--- config.mk ---
export PLATFORM = sky130hd
export DESIGN_NAME = pll_lock_detect
export DESIGN_NICKNAME = d
export VERILOG_FILES = /design/src/rtl/ld_pkg.sv /design/src/rtl/ld_edge_meas.sv /design/src/rtl/ld_lock_filter.sv /design/src/rtl/ld_status_out.sv /design/src/rtl/pll_lock_detect.sv
export SDC_FILE = /design/constraint.sdc
export NUM_CORES = 1
export LEC_CHECK = 0
export ABC_AREA = 1
export BUFFER_PORTS_ARGS = -buffer_cell sky130_fd_sc_hd__buf_4
export CORE_ASPECT_RATIO = 0.8
export CORE_UTILIZATION = 50
export CTS_CLUSTER_SIZE = 28
export DETAILED_ROUTE_END_ITERATION = 16
export PLACE_DENSITY = 0.76
export SLEW_MARGIN = 20
export SYNTH_ARGS = -nofsm -noshare
export SYNTH_HDL_FRONTEND = slang
export SYNTH_SLANG_ARGS = --single-unit
--- constraint.sdc ---
create_clock -name clk -period 2.4 [get_ports clk]
set_clock_uncertainty 0.05 [all_clocks]
set_input_delay 0.24 -clock clk [delete_from_list [all_inputs] [get_ports clk]]
set_output_delay 0.24 -clock clk [all_outputs]
set_load 0.05 [all_outputs]
--- src/rtl/ld_pkg.sv ---
package ld_pkg;

    typedef enum logic [1:0] {
        MS_IDLE     = 2'd0,
        MS_REF_LEAD = 2'd1,
        MS_FB_LEAD  = 2'd2
    } meas_state_t;

    typedef enum logic {
        FS_UNLOCKED = 1'b0,
        FS_LOCKED   = 1'b1
    } filt_state_t;

    typedef enum logic [1:0] {
        OSEL_FILTERED = 2'd0,
        OSEL_ANALOG   = 2'd1,
        OSEL_REF      = 2'd2,
        OSEL_FB       = 2'd3
    } osel_t;

    typedef enum logic [1:0] {
        ERR_SMALL = 2'd0,
        ERR_MID   = 2'd1,
        ERR_LARGE = 2'd2
    } err_class_t;

endpackage

--- src/rtl/ld_edge_meas.sv ---
module ld_edge_meas
    import ld_pkg::*;
#(
    parameter int TIMEOUT_TICKS = 64,
    parameter int ERR_W         = $clog2(TIMEOUT_TICKS + 1)
) (
    input  logic             clk,
    input  logic             rst_n,
    input  logic             ref_div,
    input  logic             fb_div,
    output logic             meas_valid,
    output logic [ERR_W-1:0] meas_err,
    output logic             meas_timeout
);

    localparam logic [ERR_W-1:0] TMO_L = ERR_W'(TIMEOUT_TICKS);
    localparam logic [ERR_W-1:0] ONE_L = ERR_W'(1);

    meas_state_t      state_q, state_n;
    logic [ERR_W-1:0] cnt_q, cnt_n;
    logic             ref_q, fb_q;
    logic             ref_rise, fb_rise;
    logic             v_n, to_n;
    logic [ERR_W-1:0] e_n;

    assign ref_rise = ref_div & ~ref_q;
    assign fb_rise  = fb_div  & ~fb_q;

    // state register and captured results
    always_ff @(posedge clk or negedge rst_n) begin
        if (!rst_n) begin
            state_q      <= MS_IDLE;
            cnt_q        <= '0;
            ref_q        <= 1'b0;
            fb_q         <= 1'b0;
            meas_valid   <= 1'b0;
            meas_err     <= '0;
            meas_timeout <= 1'b0;
        end else begin
            state_q      <= state_n;
            cnt_q        <= cnt_n;
            ref_q        <= ref_div;
            fb_q         <= fb_div;
            meas_valid   <= v_n;
            meas_err     <= e_n;
            meas_timeout <= to_n;
        end
    end

    // transitions and per-cycle result
    always_comb begin
        state_n = state_q;
        cnt_n   = cnt_q;
        v_n     = 1'b0;
        e_n     = '0;
        to_n    = 1'b0;
        unique case (state_q)
            MS_IDLE: begin
                if (ref_rise && fb_rise) begin
                    v_n = 1'b1;
                end else if (ref_rise) begin
                    state_n = MS_REF_LEAD;
                    cnt_n   = ONE_L;
                end else if (fb_rise) begin
                    state_n = MS_FB_LEAD;
                    cnt_n   = ONE_L;
                end
            end
            MS_REF_LEAD: begin
                if (fb_rise) begin
                    v_n     = 1'b1;
                    e_n     = cnt_q;
                    state_n = MS_IDLE;
                end else if (ref_rise) begin
                    v_n   = 1'b1;
                    to_n  = 1'b1;
                    cnt_n = ONE_L;
                end else if (cnt_q == TMO_L) begin
                    v_n     = 1'b1;
                    to_n    = 1'b1;
                    state_n = MS_IDLE;
                end else begin
                    cnt_n = cnt_q + ONE_L;
                end
            end
            MS_FB_LEAD: begin
                if (ref_rise) begin
                    v_n     = 1'b1;
                    e_n     = cnt_q;
                    state_n = MS_IDLE;
                end else if (fb_rise) begin
                    v_n   = 1'b1;
                    to_n  = 1'b1;
                    cnt_n = ONE_L;
                end else if (cnt_q == TMO_L) begin
                    v_n     = 1'b1;
                    to_n    = 1'b1;
                    state_n = MS_IDLE;
                end else begin
                    cnt_n = cnt_q + ONE_L;
                end
            end
            default: begin
                state_n = MS_IDLE;
                cnt_n   = '0;
            end
        endcase
    end

endmodule

--- src/rtl/ld_lock_filter.sv ---
module ld_lock_filter
    import ld_pkg::*;
#(
    parameter int LOW_TICKS  = 6,
    parameter int HIGH_TICKS = 12,
    parameter int GOOD_RUN   = 5,
    parameter int ERR_W      = 7
) (
    input  logic             clk,
    input  logic             rst_n,
    input  logic             pwr_dn,
    input  logic             meas_valid,
    input  logic [ERR_W-1:0] meas_err,
    input  logic             meas_timeout,
    output logic             lock_q
);

    localparam int               RUN_W  = $clog2(GOOD_RUN + 1);
    localparam logic [RUN_W-1:0] RUN_L  = RUN_W'(GOOD_RUN);
    localparam logic [RUN_W-1:0] LAST_L = RUN_W'(GOOD_RUN - 1);
    localparam logic [ERR_W-1:0] LOW_L  = ERR_W'(LOW_TICKS);
    localparam logic [ERR_W-1:0] HIGH_L = ERR_W'(HIGH_TICKS);

    filt_state_t      state_q, state_n;
    logic [RUN_W-1:0] run_q, run_n;
    err_class_t       cls;

    always_comb begin
        if (meas_timeout || meas_err > HIGH_L) cls = ERR_LARGE;
        else if (meas_err < LOW_L)             cls = ERR_SMALL;
        else                                   cls = ERR_MID;
    end

    // state register
    always_ff @(posedge clk or negedge rst_n) begin
        if (!rst_n) begin
            state_q <= FS_UNLOCKED;
            run_q   <= '0;
        end else begin
            state_q <= state_n;
            run_q   <= run_n;
        end
    end

    always_comb begin
        state_n = state_q;
        run_n   = run_q;
        if (pwr_dn) begin
            state_n = FS_UNLOCKED;
            run_n   = '0;
        end else if (meas_valid) begin
            // saturating run of small errors
            if (cls == ERR_SMALL) run_n = (run_q >= LAST_L) ? RUN_L : run_q + 1'b1;
            else                  run_n = '0;
            unique case (state_q)
                FS_UNLOCKED: if (cls == ERR_SMALL && run_q >= LAST_L) state_n = FS_LOCKED;
                FS_LOCKED:   if (cls == ERR_LARGE) state_n = FS_UNLOCKED;
                default:     state_n = FS_UNLOCKED;
            endcase
        end
    end

    // output process
    always_comb lock_q = (state_q == FS_LOCKED);

endmodule

--- src/rtl/ld_status_out.sv ---
module ld_status_out
    import ld_pkg::*;
(
    input  logic       clk,
    input  logic       rst_n,
    input  logic       pwr_dn,
    input  logic       cp_active,
    input  logic       meas_valid,
    input  logic       lock_q,
    input  logic       ref_div,
    input  logic       fb_div,
    input  logic [1:0] mode_sel,
    output logic       locked,
    output logic       status_out
);

    logic cp_seen_q;
    logic quiet_q;
    logic quiet;

    // analog-style flag, updated at each comparison boundary
    always_ff @(posedge clk or negedge rst_n) begin
        if (!rst_n) begin
            cp_seen_q <= 1'b0;
            quiet_q   <= 1'b0;
        end else if (pwr_dn) begin
            cp_seen_q <= 1'b0;
            quiet_q   <= 1'b0;
        end else if (meas_valid) begin
            quiet_q   <= ~(cp_seen_q | cp_active);
            cp_seen_q <= 1'b0;
        end else begin
            cp_seen_q <= cp_seen_q | cp_active;
        end
    end

    assign locked = lock_q  & ~pwr_dn;
    assign quiet  = quiet_q & ~pwr_dn;

    always_comb begin
        unique case (osel_t'(mode_sel))
            OSEL_FILTERED: status_out = locked;
            OSEL_ANALOG:   status_out = quiet;
            OSEL_REF:      status_out = ref_div;
            OSEL_FB:       status_out = fb_div;
            default:       status_out = 1'b0;
        endcase
    end

endmodule

--- src/rtl/pll_lock_detect.sv ---
module pll_lock_detect
    import ld_pkg::*;
#(
    parameter int LOW_TICKS     = 6,
    parameter int HIGH_TICKS    = 12,
    parameter int GOOD_RUN      = 5,
    parameter int TIMEOUT_TICKS = 64
) (
    input  logic       clk,
    input  logic       rst_n,
    input  logic       ref_div,
    input  logic       fb_div,
    input  logic       pwr_dn,
    input  logic       cp_active,
    input  logic [1:0] mode_sel,
    output logic       locked,
    output logic       status_out
);

    localparam int ERR_W = $clog2(TIMEOUT_TICKS + 1);

    logic             meas_valid;
    logic [ERR_W-1:0] meas_err;
    logic             meas_timeout;
    logic             lock_q;

    ld_edge_meas #(
        .TIMEOUT_TICKS(TIMEOUT_TICKS),
        .ERR_W        (ERR_W)
    ) i_meas (
        .clk         (clk),
        .rst_n       (rst_n),
        .ref_div     (ref_div),
        .fb_div      (fb_div),
        .meas_valid  (meas_valid),
        .meas_err    (meas_err),
        .meas_timeout(meas_timeout)
    );

    ld_lock_filter #(
        .LOW_TICKS (LOW_TICKS),
        .HIGH_TICKS(HIGH_TICKS),
        .GOOD_RUN  (GOOD_RUN),
        .ERR_W     (ERR_W)
    ) i_filt (
        .clk         (clk),
        .rst_n       (rst_n),
        .pwr_dn      (pwr_dn),
        .meas_valid  (meas_valid),
        .meas_err    (meas_err),
        .meas_timeout(meas_timeout),
        .lock_q      (lock_q)
    );

    ld_status_out i_out (
        .clk       (clk),
        .rst_n     (rst_n),
        .pwr_dn    (pwr_dn),
        .cp_active (cp_active),
        .meas_valid(meas_valid),
        .lock_q    (lock_q),
        .ref_div   (ref_div),
        .fb_div    (fb_div),
        .mode_sel  (mode_sel),
        .locked    (locked),
        .status_out(status_out)
    );

endmodule

==> results.yml, run 1 <==
clock_tree:
  hold_buffers: 1
  clkLatencyLatePin_ps: 270
  clock-root-buffer: "clkbuf_8"
  cts_buffers: 3
  post-cts-setup-buffers: 0
  h-tree-depth: 1
  cts_tree: "yes"
  clk_pin_slew_ps: 90
  cts.repair.resized: 0
  cts_sinks: 26
  clockBufferDepth: 2
final_layout:
  syn_to_final_growth_pct: 13.0
  drive_above_1_share: 0.141
  layout.nets: 230
  antenna_cells: 0
  multi_input_area_um2: 733
  fillers: 273
  stdcell_area_um2: 1710
  register_area_um2: 651
  final_common_cell: "nand2_1"
  final_cell_mix: "nand2_1, inv_1, nor2_1"
drt:
  routed_via_density: 4.99
  drtPass1Iterations: 4
  vias: 1252
  drt_wl_total_um: 2820
  drt_iter0_markers: 21
  drc: 0
  drtAntennaViolNets: 0
  wl_per_cell_um: 11.2
synthesis:
  syn_inst: 199
  netlist_area_um2: 1510
  synth.distinct_cells: 24
  postSynthAreaPerCell_um2: 7.60
  syn-num-nets: 215
  yosys_warnings: 0
  ys_seq_elements: 26
  yosysSeqAreaShare: 0.430
global_routing:
  grt_overflow_total: 0
  antenna_found_initial: 0
  grt_max_degree: 27
  grt_pass1_wl_um: 5060
  grt_pass1_vias: 1159
  track_usage: 0.204
sta:
  period_needed_ps: 1660
  tightest_slew_ps: 425
  fmax_ghz: 0.603
  final-setup-viol-count: 0
  finalHoldViolCount: 0
  rsz0062_at_grt: "false"
  tns_ps: 0
  fin_crit_sh: 0.690
  maxSlewViolCount: 0
  relSlewSlack: 0.715
floorplanning:
  dieArea_um2: 3250
  coreArea_um2: 2810
  io_pins: 10
  die_h_um: 51.2
  die_width_um: 63.5
  initial_core_util: 0.539
  rows: 17
place:
  io_buffers: 9
  gp_congestion: 0.897
  dp_hpwl_um: 2160
  place_area_um2: 1630
worst_setup_path:
  crit_arrival_ps: 1780
  crit_required_ps: 2520
  critPathLaunchType: "flop"
  worstSetupEndpointType: "flop"
  crit_type: "reg2reg"
  crit_fanout: 8
flow_run:
  maxCapViolations: 0
hold_path:
  hp-class: "in2reg"
pwr:
  power_density_nw_per_um2: 974
  ir_drop_uv: 494
  power.static_leakage_uw: 0.000937
status:
  status: "completed"
synth_stat cells:
cell | instances | area (um^2)
nor3_1 | 1 | 5.00
o2111ai_1 | 1 | 8.76
a31oi_1 | 1 | 6.26
o21ai_1 | 7 | 35.0
o21ai_0 | 5 | 25.0
nand3_2 | 2 | 20.0
inv_2 | 1 | 3.75
nand2_4 | 2 | 22.5
ha_1 | 8 | 100
o22ai_1 | 1 | 6.26
o21ai_2 | 1 | 8.76
nor2_2 | 2 | 12.5
a21oi_1 | 6 | 30.0
inv_6 | 1 | 8.76
nand2_2 | 5 | 31.3
nand3_1 | 12 | 60.1
nor2_4 | 3 | 33.8
inv_1 | 31 | 116
nand2_1 | 49 | 184
a21boi_0 | 2 | 15.0
o21a_1 | 1 | 7.51
nor2_1 | 29 | 109
nand4_1 | 2 | 12.5
dfrtp_1 | 26 | 651
metrics by stage:
step           std cells  power [uW]  hold slack [ps]   util  setup slack, ps
3_3_place_gp         246        1310              119  0.580              777
3_5_place_dp         246        1310              117  0.580              768
5_1_grt              251        1810             38.2  0.609              638
6_report             251        1660             48.9  0.609              743
4_1_cts              251        1680             42.2  0.609              759
2_1_floorplan        199        1150             -106      -              981
state kept, by name, summed over array words and instances, names as in the netlist:
signal / flops
i_meas.fb_q: 1
i_out.quiet_q: 1
i_meas.meas_valid: 1
i_out.cp_seen_q: 1
i_meas.meas_err: 7
i_filt.run_q: 3
i_filt.lock_q: 1
i_meas.meas_timeout: 1
i_meas.state_q: 2
i_meas.ref_q: 1
i_meas.cnt_q: 7
critical path, cell delays in order (launching register included):
cell	delay [ps]
dfrtp_1	440
inv_1	110
ha_1	260
nand3_2	140
nor2_4	150
nor2_4	60
nand2_4	100
inv_6	50
nand2_1	50
nand2_1	50
nand2_1	50
inv_1	40
worst paths after layout:
check	from	end	slack [ps]	cells past startpoint
max	i_meas.state_q[0]	i_meas.cnt_q[2]	740	11
min	fb_div	i_meas.fb_q	50	1
max reg2reg	i_meas.state_q[0]	i_meas.cnt_q[2]	740	11
min reg2reg	i_out.cp_seen_q	i_out.cp_seen_q	460	2
max in group asynchronous	rst_n	i_meas.state_q[0]	1700	2
min in group asynchronous	rst_n	i_out.quiet_q	340	2
cell type report:
type	count	share of cell area
inverters	33	0.0754
repair buffers	10	0.0454
multi-input cells	140	0.429
well taps	38	0.0278
flip-flops and latches	26	0.381
clock buffers	3	0.0242
clock inverters	1	0.0176
layer usage:
| layer | track usage | part of all wire | vias up | wire length [um] |
|---|---|---|---|---|
| met5 | 0 | 0 | - | 0 |
| met4 | 0.0606 | 0.0089 | 0 | 25 |
| met3 | 0.0402 | 0.061 | 5 | 173 |
| met2 | 0.339 | 0.44 | 36 | 1230 |
| met1 | 0.270 | 0.49 | 565 | 1380 |
| li1 | - | - | 646 | - |
where the power goes:
part           total (uW)  switching [uW]  internal, uW
Sequential            599            73.3           526
Combinational         707             457           249
Clock                 359             136           223
Total                1660             667           998
logic make-up (layout without fill, tap and decap cells):
| family | after synthesis | count (layout) | share of synthesized area |
|---|---|---|---|
| AND/OR/NAND/NOR | 107 | 107 | 0.324 |
| buffers and inverters | 33 | 47 | 0.0852 |
| flip-flops | 26 | 26 | 0.430 |
| AO/OA/AOI/OAI | 25 | 25 | 0.0943 |
| adder cells (fa/ha/maj) | 8 | 8 | 0.0662 |
Note: power is estimated with default switching activity, not from simulation.
==> run 2: changes to the inputs <==
--- a/config.mk
+++ b/config.mk
@@ -11,7 +11,7 @@
 export CORE_UTILIZATION = 50
 export CTS_CLUSTER_SIZE = 28
 export DETAILED_ROUTE_END_ITERATION = 16
-export PLACE_DENSITY = 0.76
+export PLACE_DENSITY = 0.78
 export SLEW_MARGIN = 20
 export SYNTH_ARGS = -nofsm -noshare
 export SYNTH_HDL_FRONTEND = slang
==> constraint.sdc (replaced) <==
create_clock -name clk -period 1.5 [get_ports clk]
set_clock_uncertainty 0.05 [all_clocks]
set_input_delay 0.15 -clock clk [delete_from_list [all_inputs] [get_ports clk]]
set_output_delay 0.15 -clock clk [all_outputs]
set_load 0.05 [all_outputs]
==> run 2 against run 1 <==
  * The flow now finishes with violations (negative setup slack)
  * Hold slack gained 30 ps
  * Largest power group unchanged
  * Sequential power grew 58%
  * Sequential share of layout area down 4.2 points
  * Routed wire length is 13% higher
  * Highest routed layer unchanged
  * Setup slack got worse by 750 ps
  * Combinational power rose by 120%
  * Die area stayed put
  * First-iteration DRC count rose to 4.5 times the previous value
==> results.yml, run 2 (synthesized netlist as in run 1, its figures left out) <==
worst_setup_path:
  path_delay_family: "flip-flops"
  crit_type: "reg2reg"
  crit_required_ps: 1610
  slowest_stage: "dfrtp_1"
  crit_arrival_ps: 1610
  worstSetupEndpointType: "flop"
  r2r_setup_slack_ps: -4
  slowest_delay_ps: 430
  critPathLaunchType: "flop"
  crit_buf_inv: 3
  crit_fanout: 7
  worstPathCellList: "buf_4 -> ha_2 -> inv_2 -> buf_4 -> nor2_1 -> o21ai_2 -> nor2_1"
floorplanning:
  coreArea_um2: 2810
  dieArea_um2: 3250
  die_width_um: 63.5
  initial_core_util: 0.539
  die_h_um: 51.2
  rows: 17
  io_pins: 10
final_layout:
  layout.nets: 246
  final_common_cell: "nand2_1"
  drive_above_1_share: 0.258
  utilization: 0.684
  multi_input_area_um2: 806
  fillers: 218
  register_area_um2: 651
  final_cell_mix: "nand2_1, nor2_1, dfrtp_1"
  antenna_cells: 0
  top_regs: "i_meas.cnt_q: 7 flops, i_meas.meas_err: 7 flops, i_filt.run_q: 3 flops"
  syn_to_final_growth_pct: 26.9
clock_tree:
  clockBufferDepth: 2
  clk_pin_slew_ps: 90
  cts_sinks: 26
  cts_buffers: 3
  h-tree-depth: 1
  clkLatencyLatePin_ps: 270
  cts_tree: "yes"
  clock-root-buffer: "clkbuf_8"
global_routing:
  track_usage: 0.201
  grt_max_degree: 27
  antenna_found_initial: 0
  grt_overflow_total: 0
  grt_pass1_wl_um: 4990
  grt_pass1_vias: 1199
drt:
  drtPass1Iterations: 4
  routed_via_density: 4.97
  wl_per_cell_um: 11.9
  drc: 0
  vias: 1327
  drt_wl_total_um: 3190
  drtAntennaViolNets: 0
  drt_iter0_markers: 94
sta:
  fin_crit_sh: 1.00
  rsz0062_at_grt: "true"
  relSlewSlack: 0.774
  period_needed_ps: 1500
  maxSlewViolCount: 0
  fmax_ghz: 0.665
  final-setup-viol-count: 2
  tightest_slew_ps: 338
  finalHoldViolCount: 0
  fin_ws_ps: -3.79
pwr:
  power_density_nw_per_um2: 1610
  power.static_leakage_uw: 0.00103
  ir_drop_uv: 1120
place:
  dp_hpwl_um: 2190
  place_ws_ps: -9.92
  io_buffers: 9
  gp_congestion: 0.946
hold_path:
  hp-class: "in2reg"
flow_run:
  maxCapViolations: 0
status:
  status: "complete, but fails checks"
  violations: "negative setup slack"
==> run 2: cell count changes in the layout (fill, tap and decap cells not counted), sizes merged <==
| cell | before | now |
|---|---|---|
| dlygate4sd3 | 1 | 2 |
| dlymetal6s4s | 0 | 1 |
| buf | 9 | 23 |
==> run 2: worst reg2reg max path, stage by stage (launching register included) <==
cell,delay (ps)
dfrtp_1,430
buf_4,160
ha_2,190
inv_2,70
buf_4,110
nor2_1,50
o21ai_2,260
nor2_1,80
==> run 2: final timing paths <==
kind                                        start                  to  cells past startpoint
worst max-delay path            i_meas.state_q[1]  i_meas.meas_err[2]                      7
worst min-delay path                    cp_active     i_out.cp_seen_q                      3
worst max register to register  i_meas.state_q[1]  i_meas.meas_err[2]                      7
worst min register to register    i_out.cp_seen_q     i_out.cp_seen_q                      2
max in group asynchronous                   rst_n  i_meas.meas_err[0]                      2
min in group asynchronous                   rst_n         i_meas.fb_q                      2
==> run 2: area by class of cell <==
type | instances | share of cell area
clock buffers | 3 | 0.0215
flip-flops and latches | 26 | 0.339
repair buffers | 26 | 0.111
clock inverters | 1 | 0.0156
inverters | 33 | 0.0684
well taps | 38 | 0.0248
multi-input cells | 140 | 0.420
==> run 2: per-stage QoR <==
stage / hold WS, ps / total power, uW / area [um^2] / setup TNS [ps] / std cells
finish: 78.8 / 3100 / 1920 / -5.03 / 267
global route: 79.3 / 3320 / 1920 / -733 / 267
CTS: 73.8 / 2850 / 1820 / 0 / 262
floorplan: -196 / 1830 / 1510 / 0 / 199
detailed placement: 27.5 / 2200 / 1690 / -25.1 / 254
global placement: 26.3 / 2180 / 1690 / -9.16 / 254
==> run 2: repair_timing <==
action / CTS / global route
endpoints found under the setup margin: 6 / 19
gates resized for setup: 5 / 21
endpoints found under the hold margin: 28 / 0
hold buffers: 3 / 0
pin swaps: 0 / 3
buffers inserted: 1 / 5
==> run 2: report_power, final <==
group	internal [uW]	switching (uW)
clock	357	225
combinational	660	909
sequential	841	106
==> run 2: per-layer routing <==
| layer | wire length (um) | vias to the layer above | track usage |
|---|---|---|---|
| met5 | 0 | - | 0 |
| met4 | 40 | 0 | 0.0606 |
| met3 | 159 | 6 | 0.0491 |
| met2 | 1400 | 47 | 0.319 |
| met1 | 1580 | 592 | 0.272 |
| li1 | - | 682 | - |
